## config.mk

```make
export PLATFORM = sky130hd
export DESIGN_NAME = buzz_top
export DESIGN_NICKNAME = d
export VERILOG_FILES = /design/src/rtl/buzz_pkg.sv /design/src/rtl/buzz_regs.sv /design/src/rtl/buzz_exp2.sv /design/src/rtl/buzz_pwm.sv /design/src/rtl/buzz_top.sv
export SDC_FILE = /design/constraint.sdc
export NUM_CORES = 1
export LEC_CHECK = 0
export BUFFER_PORTS_ARGS = -buffer_cell sky130_fd_sc_hd__buf_2
export CAP_MARGIN = 0
export CELL_PAD_IN_SITES_DETAIL_PLACEMENT = 1
export CELL_PAD_IN_SITES_GLOBAL_PLACEMENT = 2
export CORE_MARGIN = 2
export CORE_UTILIZATION = 43
export CTS_BUF_LIST = sky130_fd_sc_hd__clkbuf_8 sky130_fd_sc_hd__clkbuf_16
export CTS_CLUSTER_SIZE = 24
export DETAILED_ROUTE_END_ITERATION = 10
export GPL_TIMING_DRIVEN = 0
export PLACE_DENSITY = 0.88
export SYNTH_ARGS = -nofsm -noshare
export SYNTH_HDL_FRONTEND = slang
export SYNTH_SLANG_ARGS = --single-unit
export TNS_END_PERCENT = 100
```

## constraint.sdc

```tcl
create_clock -name clk_i -period 28.4 [get_ports clk_i]
set_input_delay 2.84 -clock clk_i [delete_from_list [all_inputs] [get_ports clk_i]]
set_output_delay 2.84 -clock clk_i [all_outputs]
set_load 0.03 [all_outputs]
```

## src/rtl/buzz_pkg.sv

```systemverilog
`timescale 1ns/1ps
package buzz_pkg;

  typedef enum logic [1:0] {
    SEL_PITCH_LO = 2'd0,
    SEL_PITCH_HI = 2'd1,
    SEL_DUTY     = 2'd2,
    SEL_SPARE    = 2'd3
  } win_sel_e;

  // 2^(i/n) in Q1.15, entry n equals 2.0
  function automatic logic [16:0] exp2_entry(input int i, input int n);
    real v;
    v = 32768.0 * (2.0 ** (real'(i) / real'(n)));
    return 17'($rtoi(v + 0.5));
  endfunction

endpackage

```

## src/rtl/buzz_regs.sv

```systemverilog
`timescale 1ns/1ps
module buzz_regs
  import buzz_pkg::*;
(
  input  logic        clk_i,
  input  logic        rst_ni,
  input  logic        we_i,
  input  logic [1:0]  addr_i,
  input  logic [7:0]  wdata_i,
  output logic [7:0]  rdata_o,
  output logic [15:0] pitch_o,
  output logic [7:0]  duty_o
);

  logic [7:0] pitch_lo_q, pitch_hi_q, duty_q, spare_q;

  always_ff @(posedge clk_i or negedge rst_ni) begin
    if (!rst_ni) begin
      pitch_lo_q <= '0;
      pitch_hi_q <= '0;
      duty_q     <= '0;
      spare_q    <= '0;
    end else if (we_i) begin
      case (win_sel_e'(addr_i))
        SEL_PITCH_LO: pitch_lo_q <= wdata_i;
        SEL_PITCH_HI: pitch_hi_q <= wdata_i;
        SEL_DUTY:     duty_q     <= wdata_i;
        default:      spare_q    <= wdata_i;
      endcase
    end
  end

  always_comb begin
    case (win_sel_e'(addr_i))
      SEL_PITCH_LO: rdata_o = pitch_lo_q;
      SEL_PITCH_HI: rdata_o = pitch_hi_q;
      SEL_DUTY:     rdata_o = duty_q;
      default:      rdata_o = spare_q;
    endcase
  end

  assign pitch_o = {pitch_hi_q, pitch_lo_q};
  assign duty_o  = duty_q;

endmodule

```

## src/rtl/buzz_exp2.sv

```systemverilog
`timescale 1ns/1ps
module buzz_exp2
  import buzz_pkg::*;
#(
  parameter int unsigned CLK_HZ   = 50_000_000,
  parameter int unsigned PHASE_W  = 32,
  parameter int unsigned LUT_BITS = 4
) (
  input  logic               clk_i,
  input  logic               rst_ni,
  input  logic [15:0]        code_i,
  output logic [PHASE_W-1:0] inc_o
);

  localparam int unsigned LUT_N = 1 << LUT_BITS;
  localparam int unsigned REM_W = 16 - LUT_BITS;
  localparam int unsigned KF    = 8;
  localparam int unsigned SH    = KF + 15;
  // 20 Hz increment scaled by 2^KF
  localparam logic [63:0] INC_K =
    ((64'd20 << (PHASE_W + KF)) + 64'(CLK_HZ / 2)) / 64'(CLK_HZ);

  logic [16:0] lut [LUT_N+1];
  for (genvar gi = 0; gi <= int'(LUT_N); gi++) begin : g_lut
    assign lut[gi] = exp2_entry(gi, int'(LUT_N));
  end

  logic [19:0]         scaled, expo;
  logic [3:0]          octave;
  logic [LUT_BITS:0]   idx_lo, idx_hi;
  logic [REM_W-1:0]    rem;
  logic [16:0]         diff, mant;
  logic [16+REM_W:0]   slope;
  logic [63:0]         inc_full;

  // 10*code/65535 ~= 10*code*(1 + 2^-16) / 2^16
  assign scaled = 20'(code_i) * 20'd10;
  assign expo   = scaled + {16'b0, scaled[19:16]};
  assign octave = expo[19:16];
  assign idx_lo = {1'b0, expo[15 -: LUT_BITS]};
  assign idx_hi = idx_lo + 1'b1;
  assign rem    = expo[REM_W-1:0];

  assign diff  = lut[idx_hi] - lut[idx_lo];
  assign slope = (17+REM_W)'(diff) * (17+REM_W)'(rem);
  assign mant  = lut[idx_lo] + 17'(slope >> REM_W);

  assign inc_full = (INC_K * 64'(mant)) << octave;

  always_ff @(posedge clk_i or negedge rst_ni) begin
    if (!rst_ni) inc_o <= '0;
    else         inc_o <= PHASE_W'(inc_full >> SH);
  end

endmodule

```

## src/rtl/buzz_pwm.sv

```systemverilog
`timescale 1ns/1ps
module buzz_pwm #(
  parameter int unsigned PHASE_W = 32,
  parameter int unsigned DUTY_W  = 8
) (
  input  logic               clk_i,
  input  logic               rst_ni,
  input  logic [PHASE_W-1:0] inc_i,
  input  logic [DUTY_W-1:0]  duty_i,
  output logic [PHASE_W-1:0] phase_o,
  output logic               pwm_o
);

  localparam int unsigned CW  = PHASE_W + DUTY_W + 1;
  localparam int unsigned DEN = 2 * ((1 << DUTY_W) - 1);

  logic [PHASE_W-1:0] phase_q;
  logic [CW-1:0]      lhs, rhs;

  // phase*DEN < duty*2^PHASE_W  <=>  phase < duty/DEN of full range
  assign lhs = CW'(phase_q) * CW'(DEN);
  assign rhs = CW'(duty_i) << PHASE_W;

  always_ff @(posedge clk_i or negedge rst_ni) begin
    if (!rst_ni) begin
      phase_q <= '0;
      pwm_o   <= 1'b0;
    end else begin
      phase_q <= phase_q + inc_i;
      pwm_o   <= lhs < rhs;
    end
  end

  assign phase_o = phase_q;

endmodule

```

## src/rtl/buzz_top.sv

```systemverilog
`timescale 1ns/1ps
module buzz_top #(
  parameter int unsigned CLK_HZ   = 50_000_000,
  parameter int unsigned PHASE_W  = 32,
  parameter int unsigned LUT_BITS = 4
) (
  input  logic       clk_i,
  input  logic       rst_ni,
  input  logic       we_i,
  input  logic [1:0] addr_i,
  input  logic [7:0] wdata_i,
  output logic [7:0] rdata_o,
  output logic       pwm_o
);

  localparam int unsigned DUTY_W = 8;

  logic [15:0]        pitch;
  logic [DUTY_W-1:0]  duty;
  logic [PHASE_W-1:0] inc;
  logic [PHASE_W-1:0] phase;

  buzz_regs u_regs (
    .clk_i   (clk_i),
    .rst_ni  (rst_ni),
    .we_i    (we_i),
    .addr_i  (addr_i),
    .wdata_i (wdata_i),
    .rdata_o (rdata_o),
    .pitch_o (pitch),
    .duty_o  (duty)
  );

  buzz_exp2 #(
    .CLK_HZ   (CLK_HZ),
    .PHASE_W  (PHASE_W),
    .LUT_BITS (LUT_BITS)
  ) u_exp2 (
    .clk_i  (clk_i),
    .rst_ni (rst_ni),
    .code_i (pitch),
    .inc_o  (inc)
  );

  buzz_pwm #(
    .PHASE_W (PHASE_W),
    .DUTY_W  (DUTY_W)
  ) u_pwm (
    .clk_i   (clk_i),
    .rst_ni  (rst_ni),
    .inc_i   (inc),
    .duty_i  (duty),
    .phase_o (phase),
    .pwm_o   (pwm_o)
  );

endmodule

```

==> impl_metrics.py, run 1 <==
metrics = {
    "floorplan": {
        "num_rows": 91,
        "dieArea_sq_um": 64500,
        "ioPinCount": 22,
        "die_h_microns": 254.0,
        "core_sq_um": 61710,
        "start_util_pct": 43.54,
        "die_x_microns": 254.0,
    },
    "cts": {
        "numCtsBuffers": 9,
        "cts_resized": 0,
        "h-tree-depth": 3,
        "ctsRootBufferMaster": "clkbuf_16",
        "clockBufferDepth": 2,
        "cts.reportedPaths.clkPinSlew_ns": 0.07,
        "post-cts-setup-buffers": 0,
        "cts_hold_buffers": 0,
        "cts_sinks": 93,
        "cts_tree": "built",
        "clk_latency_ns": 0.37,
    },
    "setup_path": {
        "critPathMostFrequentCell": "fa_1",
        "cp_data_required_time_ns": 28.68,
        "arrival_ns": 25.64,
        "start_kind": "flip-flop",
        "rrSetupSlack_ns": 3.04,
        "cp-end-kind": "flip-flop",
        "ff2ff_path_depth": 83,
        "cp_max_fo": 12,
        "crit_type": "reg2reg",
        "cp_slowest_cell": "o31ai_1",
        "critPathMaxStageDelay_ns": 0.75,
    },
    "synth": {
        "synth_nets": 3724,
        "avgSynthCellArea_sq_um": 9.211,
        "synth_area_leaders": "fa_1 33%, ha_1 16%, dfrtp_1 8.7%, inv_1 8.6%, xnor2_1 3.0%",
        "synth_area_sq_um": 26870,
        "synth-main-ff-cell": "dfrtp_1",
        "synth_edf_count": 0,
        "synth.distinct_cells": 93,
        "async_flop_share_pct": 100.0,
        "ys_warn_count": 0,
        "yosysTopAreaCell": "fa_1",
        "syn_inst": 2917,
        "synth_seq_cells": 93,
        "synth_top_area_share_pct": 32.86,
        "ys_seq_area_share_pct": 8.662,
    },
    "timing": {
        "clock-skew-final_ns": 0.009716,
        "max_freq_ghz": 0.03943,
        "tightest_slew_ns": 1.395,
        "setup_viol": 0,
        "maxSlewViolCount": 0,
        "tns_ns": 0,
        "hold_viol_final": 0,
        "hold-worst-slack_ns": 0.4794,
        "max_slew_margin_pct": 6.331,
        "timing.final.crit_period_ns": 25.36,
        "rsz0062_at_grt": "false",
        "min_period_over_period_pct": 89.30,
    },
    "flow_run": {
        "drv_cap": 0,
    },
    "grt": {
        "grt_max_degree": 74,
        "grt_antenna_before_repair": 0,
        "grt_pass1_vias": 23480,
        "gr-usage-all-layers_pct": 24.22,
        "grt_first_pass_wirelength_microns": 123900,
        "grt-ovfl-total": 0,
    },
    "route": {
        "drc": 0,
        "ant_nets": 0,
        "vias": 20570,
        "wl_per_cell_microns": 19.79,
        "wl_microns": 75040,
        "drtIter0Drc": 879,
        "via_per_inst": 5.424,
        "first_pass_iters": 5,
    },
    "placement": {
        "place_hpwl_microns": 65460,
        "io_buffers": 21,
        "gp_congestion": 0.8917,
    },
    "hold_path": {
        "hp-class": "reg2reg",
        "whs_path_depth": 1,
    },
    "finish": {
        "antennaDiodeCount": 0,
        "nNetsFinal": 3757,
        "syn2layout_area_growth_pct": 5.462,
        "fin_util_pct": 45.92,
        "drive_gt1_share_pct": 4.941,
        "fill_cells": 7231,
    },
    "outcome": {
        "status": "finished, final reports clean",
    },
}
-- area by class of cell --
cell class	instances	area (sq um)	share of cell area, %
Multi-Input combinational cell	2146	21980	77.56
Clock inverter	6	41.29	0.1457
Timing Repair Buffer	22	135.1	0.4769
Buffer	63	259.0	0.9140
Sequential cell	93	2327	8.213
Inverter	615	2308	8.147
Clock buffer	10	239.0	0.8434
Tap cell	837	1047	3.696
-- critical path, delay by kind of cell (launching register included) --
kind / cells / cell delay (ns)
XOR/XNOR: 8 / 3.05
buffers and inverters: 10 / 1.35
flip-flops: 1 / 0.43
multiplexers: 5 / 1.23
adder cells (fa/ha/maj): 21 / 8.98
AND/OR/NAND/NOR: 16 / 3.34
AO/OA/AOI/OAI: 23 / 6.86
-- cells by family (layout without fill, tap and decap cells) --
kind of cell | count (synthesis) | count (layout) | synth area share (%)
compound gates | 474 | 474 | 11.75
xor+xnor | 143 | 143 | 4.927
fa+ha+maj | 794 | 794 | 49.30
buf+inv | 678 | 716 | 9.556
flops | 93 | 93 | 8.662
mux | 106 | 106 | 4.592
other cells | 1 | 1 | 0.01396
simple gates | 628 | 628 | 11.20
-- layer usage --
metal,GRT usage [%],share of wire [%]
met3,1.659,2.3
met2,44.01,51
met4,6.437,2.2
met1,31.07,44
met5,0,0
-- synthesized netlist by cell type, drive strengths merged, types with 49 or more instances --
| cell type | count |
|---|---|
| fa | 441 |
| a21oi | 126 |
| xnor2 | 97 |
| nand3 | 54 |
| clkbuf | 52 |
| nor2 | 170 |
| a21o | 51 |
| dfrtp | 93 |
| nand2 | 188 |
| ha | 353 |
| mux2i | 49 |
| o21ai | 92 |
| inv | 615 |
-- cell usage in the layout (no fill, tap or decap), types with 20 or more instances in the layout --
cell type | synthesis | layout
a211oi_1 | 20 | 20
a21o_1 | 51 | 51
a21oi_1 | 125 | 125
and3_1 | 23 | 23
buf_2 | 6 | 26
clkbuf_1 | 52 | 52
dfrtp_1 | 93 | 93
fa_1 | 441 | 441
ha_1 | 353 | 353
inv_1 | 613 | 615
mux2_2 | 48 | 48
mux2i_1 | 49 | 49
nand2_1 | 188 | 188
nand2b_1 | 34 | 34
nand3_1 | 53 | 53
nor2_1 | 169 | 169
nor2b_1 | 22 | 22
nor3_1 | 31 | 31
o21a_1 | 24 | 24
o21ai_0 | 85 | 85
xnor2_1 | 91 | 91
xor2_1 | 44 | 44
-- flip-flops by register name (all words and copies together) (netlist names) --
signal	count
u_pwm.pwm_o	1
u_regs.pitch_hi_q	8
u_regs.pitch_lo_q	8
u_exp2.inc_o	28
u_regs.duty_o	8
u_regs.spare_q	8
u_pwm.phase_o	32
-- path summary, 6_finish.rpt --
path / startpoint / to
worst max-delay path: u_regs.pitch_lo_q[1]$_DFFE_PN0P_ / u_exp2.inc_o[12]$_DFF_PN0_
worst min-delay path: u_exp2.inc_o[0]$_DFF_PN0_ / u_pwm.phase_o[0]$_DFF_PN0_
worst max register to register: u_regs.pitch_lo_q[1]$_DFFE_PN0P_ / u_exp2.inc_o[12]$_DFF_PN0_
worst min register to register: u_exp2.inc_o[0]$_DFF_PN0_ / u_pwm.phase_o[0]$_DFF_PN0_
max in group asynchronous: rst_ni / u_pwm.phase_o[4]$_DFF_PN0_
min in group asynchronous: rst_ni / u_regs.pitch_hi_q[1]$_DFFE_PN0P_
-- stage by stage --
| step | cell area [sq um] | setup slack [ns] | cells |
|---|---|---|---|
| finish | 28340 | 3.038 | 3792 |
| global route | 28340 | 1.304 | 3792 |
| CTS | 28330 | 3.159 | 3792 |
| detailed placement | 28050 | 3.294 | 3776 |
| global placement | 28020 | 3.823 | 3775 |
| floorplan | 26870 | 7.968 | 2917 |
Power of run 1 is left out: the tool's default activity adds up to more than one toggle a clock period on the data nets, which glitch-free logic cannot reach.
==> run 2: changes to the inputs <==
--- a/config.mk
+++ b/config.mk
@@ -5,10 +5,12 @@
 export SDC_FILE = /design/constraint.sdc
 export NUM_CORES = 1
 export LEC_CHECK = 0
+export ABC_CLOCK_PERIOD_IN_PS = 28400
 export BUFFER_PORTS_ARGS = -buffer_cell sky130_fd_sc_hd__buf_2
 export CAP_MARGIN = 0
 export CELL_PAD_IN_SITES_DETAIL_PLACEMENT = 1
 export CELL_PAD_IN_SITES_GLOBAL_PLACEMENT = 2
+export CORE_ASPECT_RATIO = 1.25
 export CORE_MARGIN = 2
 export CORE_UTILIZATION = 43
 export CTS_BUF_LIST = sky130_fd_sc_hd__clkbuf_8 sky130_fd_sc_hd__clkbuf_16
==> run 2 against run 1 <==
Non-clock buffer count unchanged. Sequential share of layout area about the same. Hold slack better by 0.0027 ns. Final area up 0.25%. Fmax up 0.27%. Via count rose by 0.39%. Final cell count down 0.11%. Global-route usage grew 0.26 points. Worst setup slack improved by 0.067 ns. Critical path depth is 2 lower.
==> impl_metrics.py, run 2 (synthesized netlist as in run 1, its figures left out) <==
metrics = {
    "outcome": {
        "status": "finished, final reports clean",
    },
    "setup_path": {
        "cp_max_fo": 10,
        "critPathMostFrequentCell": "fa_1",
        "cp-end-kind": "flip-flop",
        "arrival_ns": 25.56,
        "ff2ff_path_depth": 81,
        "critPathMaxStageDelay_ns": 0.71,
        "cp_slowest_cell": "nor4b_1",
        "r2r_end": "u_exp2.inc_o[23]$_DFF_PN0_",
        "cp_data_required_time_ns": 28.66,
        "rrSetupSlack_ns": 3.11,
        "r2r_start": "u_regs.pitch_lo_q[7]$_DFFE_PN0P_",
        "crit_type": "reg2reg",
        "start_kind": "flip-flop",
    },
    "cts": {
        "cts_tree": "built",
        "clk_latency_ns": 0.36,
        "post-cts-setup-buffers": 0,
        "clockBufferDepth": 2,
        "cts.reportedPaths.clkPinSlew_ns": 0.07,
        "ctsRootBufferMaster": "clkbuf_16",
        "cts_hold_buffers": 0,
        "cts_resized": 0,
        "h-tree-depth": 3,
        "numCtsBuffers": 9,
        "cts_sinks": 93,
    },
    "finish": {
        "fill_cells": 7145,
        "mostFrequentLayoutCell": "inv_1",
        "syn2layout_area_growth_pct": 5.728,
        "largest_reg_flops": 32,
        "drive_gt1_share_pct": 5.008,
        "nNetsFinal": 3757,
        "final_cell_mix": "613 x inv_1, 441 x fa_1, 353 x ha_1, 188 x nand2_1, 169 x nor2_1",
    },
    "placement": {
        "gp_congestion": 0.9394,
        "io_buffers": 21,
        "place_hpwl_microns": 67040,
    },
    "timing": {
        "maxSlewViolCount": 0,
        "clock-skew-final_ns": 0.01198,
        "rsz0062_at_grt": "false",
        "max_slew_margin_pct": 17.93,
        "hold_viol_final": 0,
        "max_freq_ghz": 0.03953,
        "min_period_over_period_pct": 89.06,
        "tightest_slew_ns": 1.200,
        "tns_ns": 0,
        "setup_viol": 0,
        "timing.final.crit_period_ns": 25.29,
    },
    "route": {
        "ant_nets": 0,
        "vias": 20650,
        "drtIter0Drc": 873,
        "wl_microns": 76740,
        "wl_per_cell_microns": 20.26,
        "first_pass_iters": 5,
        "via_per_inst": 5.451,
        "drc": 0,
    },
    "hold_path": {
        "min_to": "u_pwm.phase_o[0]$_DFF_PN0_",
        "hold_start": "u_exp2.inc_o[0]$_DFF_PN0_",
        "whs_path_depth": 1,
        "hp-class": "reg2reg",
    },
    "grt": {
        "grt_pass1_vias": 23980,
        "grt_first_pass_wirelength_microns": 125600,
        "grt_antenna_before_repair": 1,
        "grt-ovfl-total": 0,
        "gr-usage-all-layers_pct": 24.49,
        "grt_max_degree": 73,
    },
    "floorplan": {
        "core_sq_um": 61900,
        "num_rows": 102,
        "ioPinCount": 22,
        "die_x_microns": 227.6,
        "dieArea_sq_um": 64510,
        "die_h_microns": 283.5,
        "start_util_pct": 43.41,
    },
    "flow_run": {
        "drv_cap": 0,
    },
}
run 2: worst max path at each step:
| stage | from | end | cells after the start |
|---|---|---|---|
| 2_1_floorplan | u_regs.pitch_lo_q[5]$_DFFE_PN0P_ | u_exp2.inc_o[7]$_DFF_PN0_ | 86 |
| 3_3_place_gp | u_regs.pitch_lo_q[5]$_DFFE_PN0P_ | u_exp2.inc_o[12]$_DFF_PN0_ | 81 |
| 3_5_place_dp | u_regs.pitch_lo_q[7]$_DFFE_PN0P_ | u_exp2.inc_o[15]$_DFF_PN0_ | 81 |
| 4_1_cts | u_regs.pitch_lo_q[7]$_DFFE_PN0P_ | u_exp2.inc_o[15]$_DFF_PN0_ | 81 |
| 5_1_grt | u_regs.pitch_lo_q[3]$_DFFE_PN0P_ | u_exp2.inc_o[15]$_DFF_PN0_ | 83 |
| 6_report | u_regs.pitch_lo_q[7]$_DFFE_PN0P_ | u_exp2.inc_o[23]$_DFF_PN0_ | 81 |
run 2: through the flow:
stage,utilization [%],worst slack (ns),cells,hold WS (ns),area (sq um)
final,45.89,3.106,3788,0.4821,28410
after global routing,45.89,1.446,3788,0.5135,28410
after CTS,45.88,3.135,3787,0.4896,28400
after detailed placement,45.31,3.261,3771,0.4744,28040
after global placement,45.26,3.775,3770,0.4683,28010
after floorplan,-,7.968,2917,0.4560,26870
run 2: worst max-delay path: cells and delay by family (launching register included):
kind,cells,cell delay (ns)
buffers and inverters,13,2.46
multiplexers,3,0.68
adder cells (fa/ha/maj),21,9.12
AO/OA/AOI/OAI,24,6.80
flip-flops,1,0.44
AND/OR/NAND/NOR,14,3.35
XOR/XNOR,6,2.34
run 2: cell type report:
type                    instances  area (sq um)  area share, %
repair buffers                 22         135.1         0.4757
multi-input cells            2146         21980          77.37
plain buffers                  63         259.0         0.9117
diodes                          1         2.502       0.008809
flip-flops and latches         93          2327          8.192
clock inverters                 6         116.4         0.4096
inverters                     615          2308          8.126
well taps                     832          1041          3.665
clock buffers                  10         239.0         0.8413
run 2: routing by layer:
layer / vias up / part of all wire (%) / track usage (%)
met5: - / 0 / 0
met4: 0 / 3.3 / 8.039
met3: 129 / 1.6 / 1.087
met2: 271 / 54 / 46.49
met1: 10680 / 41 / 29.16
li1: 9573 / - / -
Power of run 2 is left out for the same reason.
==> run 3: changes to the inputs <==
--- a/config.mk
+++ b/config.mk
@@ -5,6 +5,7 @@
 export SDC_FILE = /design/constraint.sdc
 export NUM_CORES = 1
 export LEC_CHECK = 0
+export ABC_AREA = 1
 export ABC_CLOCK_PERIOD_IN_PS = 28400
 export BUFFER_PORTS_ARGS = -buffer_cell sky130_fd_sc_hd__buf_2
 export CAP_MARGIN = 0
@@ -12,12 +13,12 @@
 export CELL_PAD_IN_SITES_GLOBAL_PLACEMENT = 2
 export CORE_ASPECT_RATIO = 1.25
 export CORE_MARGIN = 2
-export CORE_UTILIZATION = 43
+export CORE_UTILIZATION = 41
 export CTS_BUF_LIST = sky130_fd_sc_hd__clkbuf_8 sky130_fd_sc_hd__clkbuf_16
 export CTS_CLUSTER_SIZE = 24
 export DETAILED_ROUTE_END_ITERATION = 10
 export GPL_TIMING_DRIVEN = 0
-export PLACE_DENSITY = 0.88
+export PLACE_DENSITY = 0.89
 export SYNTH_ARGS = -nofsm -noshare
 export SYNTH_HDL_FRONTEND = slang
 export SYNTH_SLANG_ARGS = --single-unit
==> run 3 against run 2 <==
Worst setup slack improved by 3.8 ns. Sequential share of layout area decreased by 0.18 points. Utilization decreased by 2.3 points. Fmax increased by 18%. Flip-flop and latch count unchanged. Hold slack got worse by 0.0035 ns. Largest cell class unchanged.
==> impl_metrics.py, run 3 <==
metrics = {
    "finish": {
        "mostFrequentLayoutCell": "inv_1",
        "drive_gt1_share_pct": 3.205,
        "nNetsFinal": 4359,
        "largest_reg_flops": 32,
        "multiInputGateArea_sq_um": 21940,
        "syn2layout_area_growth_pct": 5.697,
        "final_cell_mix": "780 x inv_1, 683 x nand2_1, 441 x fa_1, 353 x ha_1, 265 x nand3_1",
        "fill_cells": 8318,
        "layout.area.seq_sq_um": 2327,
    },
    "placement": {
        "gp_congestion": 0.9265,
        "pre_cts_ws_ns": 7.079,
        "io_buffers": 20,
        "place_hpwl_microns": 75250,
    },
    "timing": {
        "tns_ns": 0,
        "maxSlewViolCount": 0,
        "max_freq_ghz": 0.04653,
        "max_slew_margin_pct": 18.10,
        "fin_ws_ns": 6.907,
        "tightest_slew_ns": 1.220,
        "rsz0062_at_grt": "false",
        "setup_viol": 0,
        "clock-skew-final_ns": 0.009619,
        "hold_viol_final": 0,
        "timing.final.crit_period_ns": 21.49,
        "min_period_over_period_pct": 75.68,
    },
    "cts": {
        "h-tree-depth": 3,
        "clockBufferDepth": 2,
        "cts_resized": 0,
        "cts.reportedPaths.clkPinSlew_ns": 0.07,
        "cts_sinks": 93,
        "clk_latency_ns": 0.35,
        "post-cts-setup-buffers": 0,
        "cts_hold_buffers": 0,
        "ctsRootBufferMaster": "clkbuf_16",
        "cts_tree": "built",
        "numCtsBuffers": 9,
    },
    "setup_path": {
        "crit_start": "u_regs.pitch_lo_q[1]$_DFFE_PN0P_",
        "r2r_start": "u_regs.pitch_lo_q[1]$_DFFE_PN0P_",
        "cp_max_fo": 11,
        "cp-end-kind": "flip-flop",
        "rrSetupSlack_ns": 6.91,
        "crit_type": "reg2reg",
        "start_kind": "flip-flop",
        "r2r_end": "u_exp2.inc_o[0]$_DFF_PN0_",
        "critPathMaxStageDelay_ns": 0.67,
        "arrival_ns": 21.65,
        "cp_data_required_time_ns": 28.55,
        "ff2ff_path_depth": 89,
        "cp_slowest_cell": "xor2_1",
        "critPathMostFrequentCell": "nand2_1",
        "setup.worst_path.end": "u_exp2.inc_o[0]$_DFF_PN0_",
    },
    "synth": {
        "ys_seq_area_share_pct": 8.470,
        "synth.most_common_cell": "inv_1",
        "avgSynthCellArea_sq_um": 7.806,
        "synth_seq_cells": 93,
        "async_flop_share_pct": 100.0,
        "synth.distinct_cells": 56,
        "synth_top_cells_by_count": "779 x inv_1, 683 x nand2_1, 441 x fa_1",
        "synth_area_leaders": "fa_1 32%, ha_1 16%, inv_1 11%, nand2_1 9.3%, dfrtp_1 8.5%",
        "synth-main-ff-cell": "dfrtp_1",
        "synth_nets": 4327,
        "syn_inst": 3520,
        "synth_top_area_share_pct": 32.13,
        "ys_warn_count": 0,
        "yosysTopAreaCell": "fa_1",
        "synth_edf_count": 0,
        "synth_area_sq_um": 27480,
    },
    "route": {
        "first_pass_iters": 6,
        "wl_microns": 83420,
        "ant_nets": 0,
        "drc": 0,
        "vias": 22960,
        "drtIter0Drc": 958,
        "via_per_inst": 5.190,
        "wl_per_cell_microns": 18.86,
    },
    "hold_path": {
        "hp-class": "reg2reg",
    },
    "outcome": {
        "status": "finished, final reports clean",
    },
    "flow_run": {
        "drv_cap": 0,
    },
    "floorplan": {
        "num_rows": 106,
        "core_sq_um": 66580,
        "dieArea_sq_um": 69120,
        "ioPinCount": 22,
        "die_x_microns": 235.5,
        "start_util_pct": 41.27,
        "die_h_microns": 293.4,
    },
    "grt": {
        "grt_first_pass_wirelength_microns": 137700,
        "top_usage_layer": "met2",
        "grt-ovfl-total": 0,
        "grt.met2_usage_pct": 48.08,
        "met1_usage_pct": 28.90,
        "gr-usage-all-layers_pct": 25.03,
        "grt_pass1_vias": 26110,
        "grt_antenna_before_repair": 1,
        "grtUsageMet3_pct": 1.419,
        "grt_max_degree": 72,
    },
}
run 3: changes by cell type in the layout (fill, tap and decap cells not counted), moves of 30 or more:
cell and delta:
nand2_1 +495, nand3_1 +212, inv_1 +167, xnor2_1 -54, a21oi_1 +53, mux2i_1 -49
mux2_2 -48, nor2_1 +47, o21ai_0 +45, a21o_1 -39, nand2b_1 -34, clkbuf_1 -30
run 3: worst min path at each step:
stage / endpoint / cells past startpoint / startpoint / slack, ns
global placement: u_pwm.phase_o[0]$_DFF_PN0_ / 1 / u_exp2.inc_o[0]$_DFF_PN0_ / 0.46
finish: u_pwm.phase_o[0]$_DFF_PN0_ / 1 / u_exp2.inc_o[0]$_DFF_PN0_ / 0.48
floorplan: u_regs.duty_o[1]$_DFFE_PN0P_ / 2 / u_regs.duty_o[1]$_DFFE_PN0P_ / 0.45
CTS: u_pwm.phase_o[0]$_DFF_PN0_ / 1 / u_exp2.inc_o[0]$_DFF_PN0_ / 0.48
global route: u_pwm.phase_o[0]$_DFF_PN0_ / 1 / u_exp2.inc_o[0]$_DFF_PN0_ / 0.50
detailed placement: u_pwm.phase_o[0]$_DFF_PN0_ / 1 / u_exp2.inc_o[0]$_DFF_PN0_ / 0.47
run 3: worst max-delay path: cells and delay by family, from the launching register on:
| family | cells | cell delay [ns] |
|---|---|---|
| AOI/OAI and AO/OA | 17 | 3.96 |
| buffers and inverters | 12 | 1.39 |
| adders and majority gates | 20 | 9.15 |
| and+or+nand+nor | 36 | 4.51 |
| DFF | 1 | 0.50 |
| xor gates and xnor gates | 4 | 1.74 |
run 3: layout make-up:
type	count	area share, %
diodes	2	0.01723
plain buffers	49	0.8057
clock buffers	10	0.8229
clock inverters	6	0.3791
inverters	793	10.26
multi-input cells	2585	75.53
flip-flops and latches	93	8.013
well taps	864	3.722
repair buffers	21	0.4481
run 3: cell families after synthesis:
group,count (synthesis),synth area share [%]
other cells,1,0.01365
compound gates,416,8.570
buf+inv,842,11.69
fa+ha+maj,794,48.21
flops,93,8.470
simple gates,1263,19.40
xor+xnor,111,3.648
run 3: layer usage:
metal  vias up  part of all wire (%)
met5         -                 0.016
met4         2                   4.5
met3       143                   1.9
met2       261                    53
met1     11490                    41
li1      11060                     -
run 3: per-stage QoR:
| stage | util (%) | hold slack (ns) | instance area (sq um) | instances |
|---|---|---|---|---|
| floorplan | - | 0.4530 | 27480 | 3520 |
| global route | 43.61 | 0.5041 | 29040 | 4421 |
| finish | 43.62 | 0.4786 | 29040 | 4423 |
| global placement | 43.04 | 0.4642 | 28660 | 4404 |
| detailed placement | 43.09 | 0.4667 | 28690 | 4405 |
| CTS | 43.61 | 0.4822 | 29040 | 4421 |
Power of run 3 is left out for the same reason.
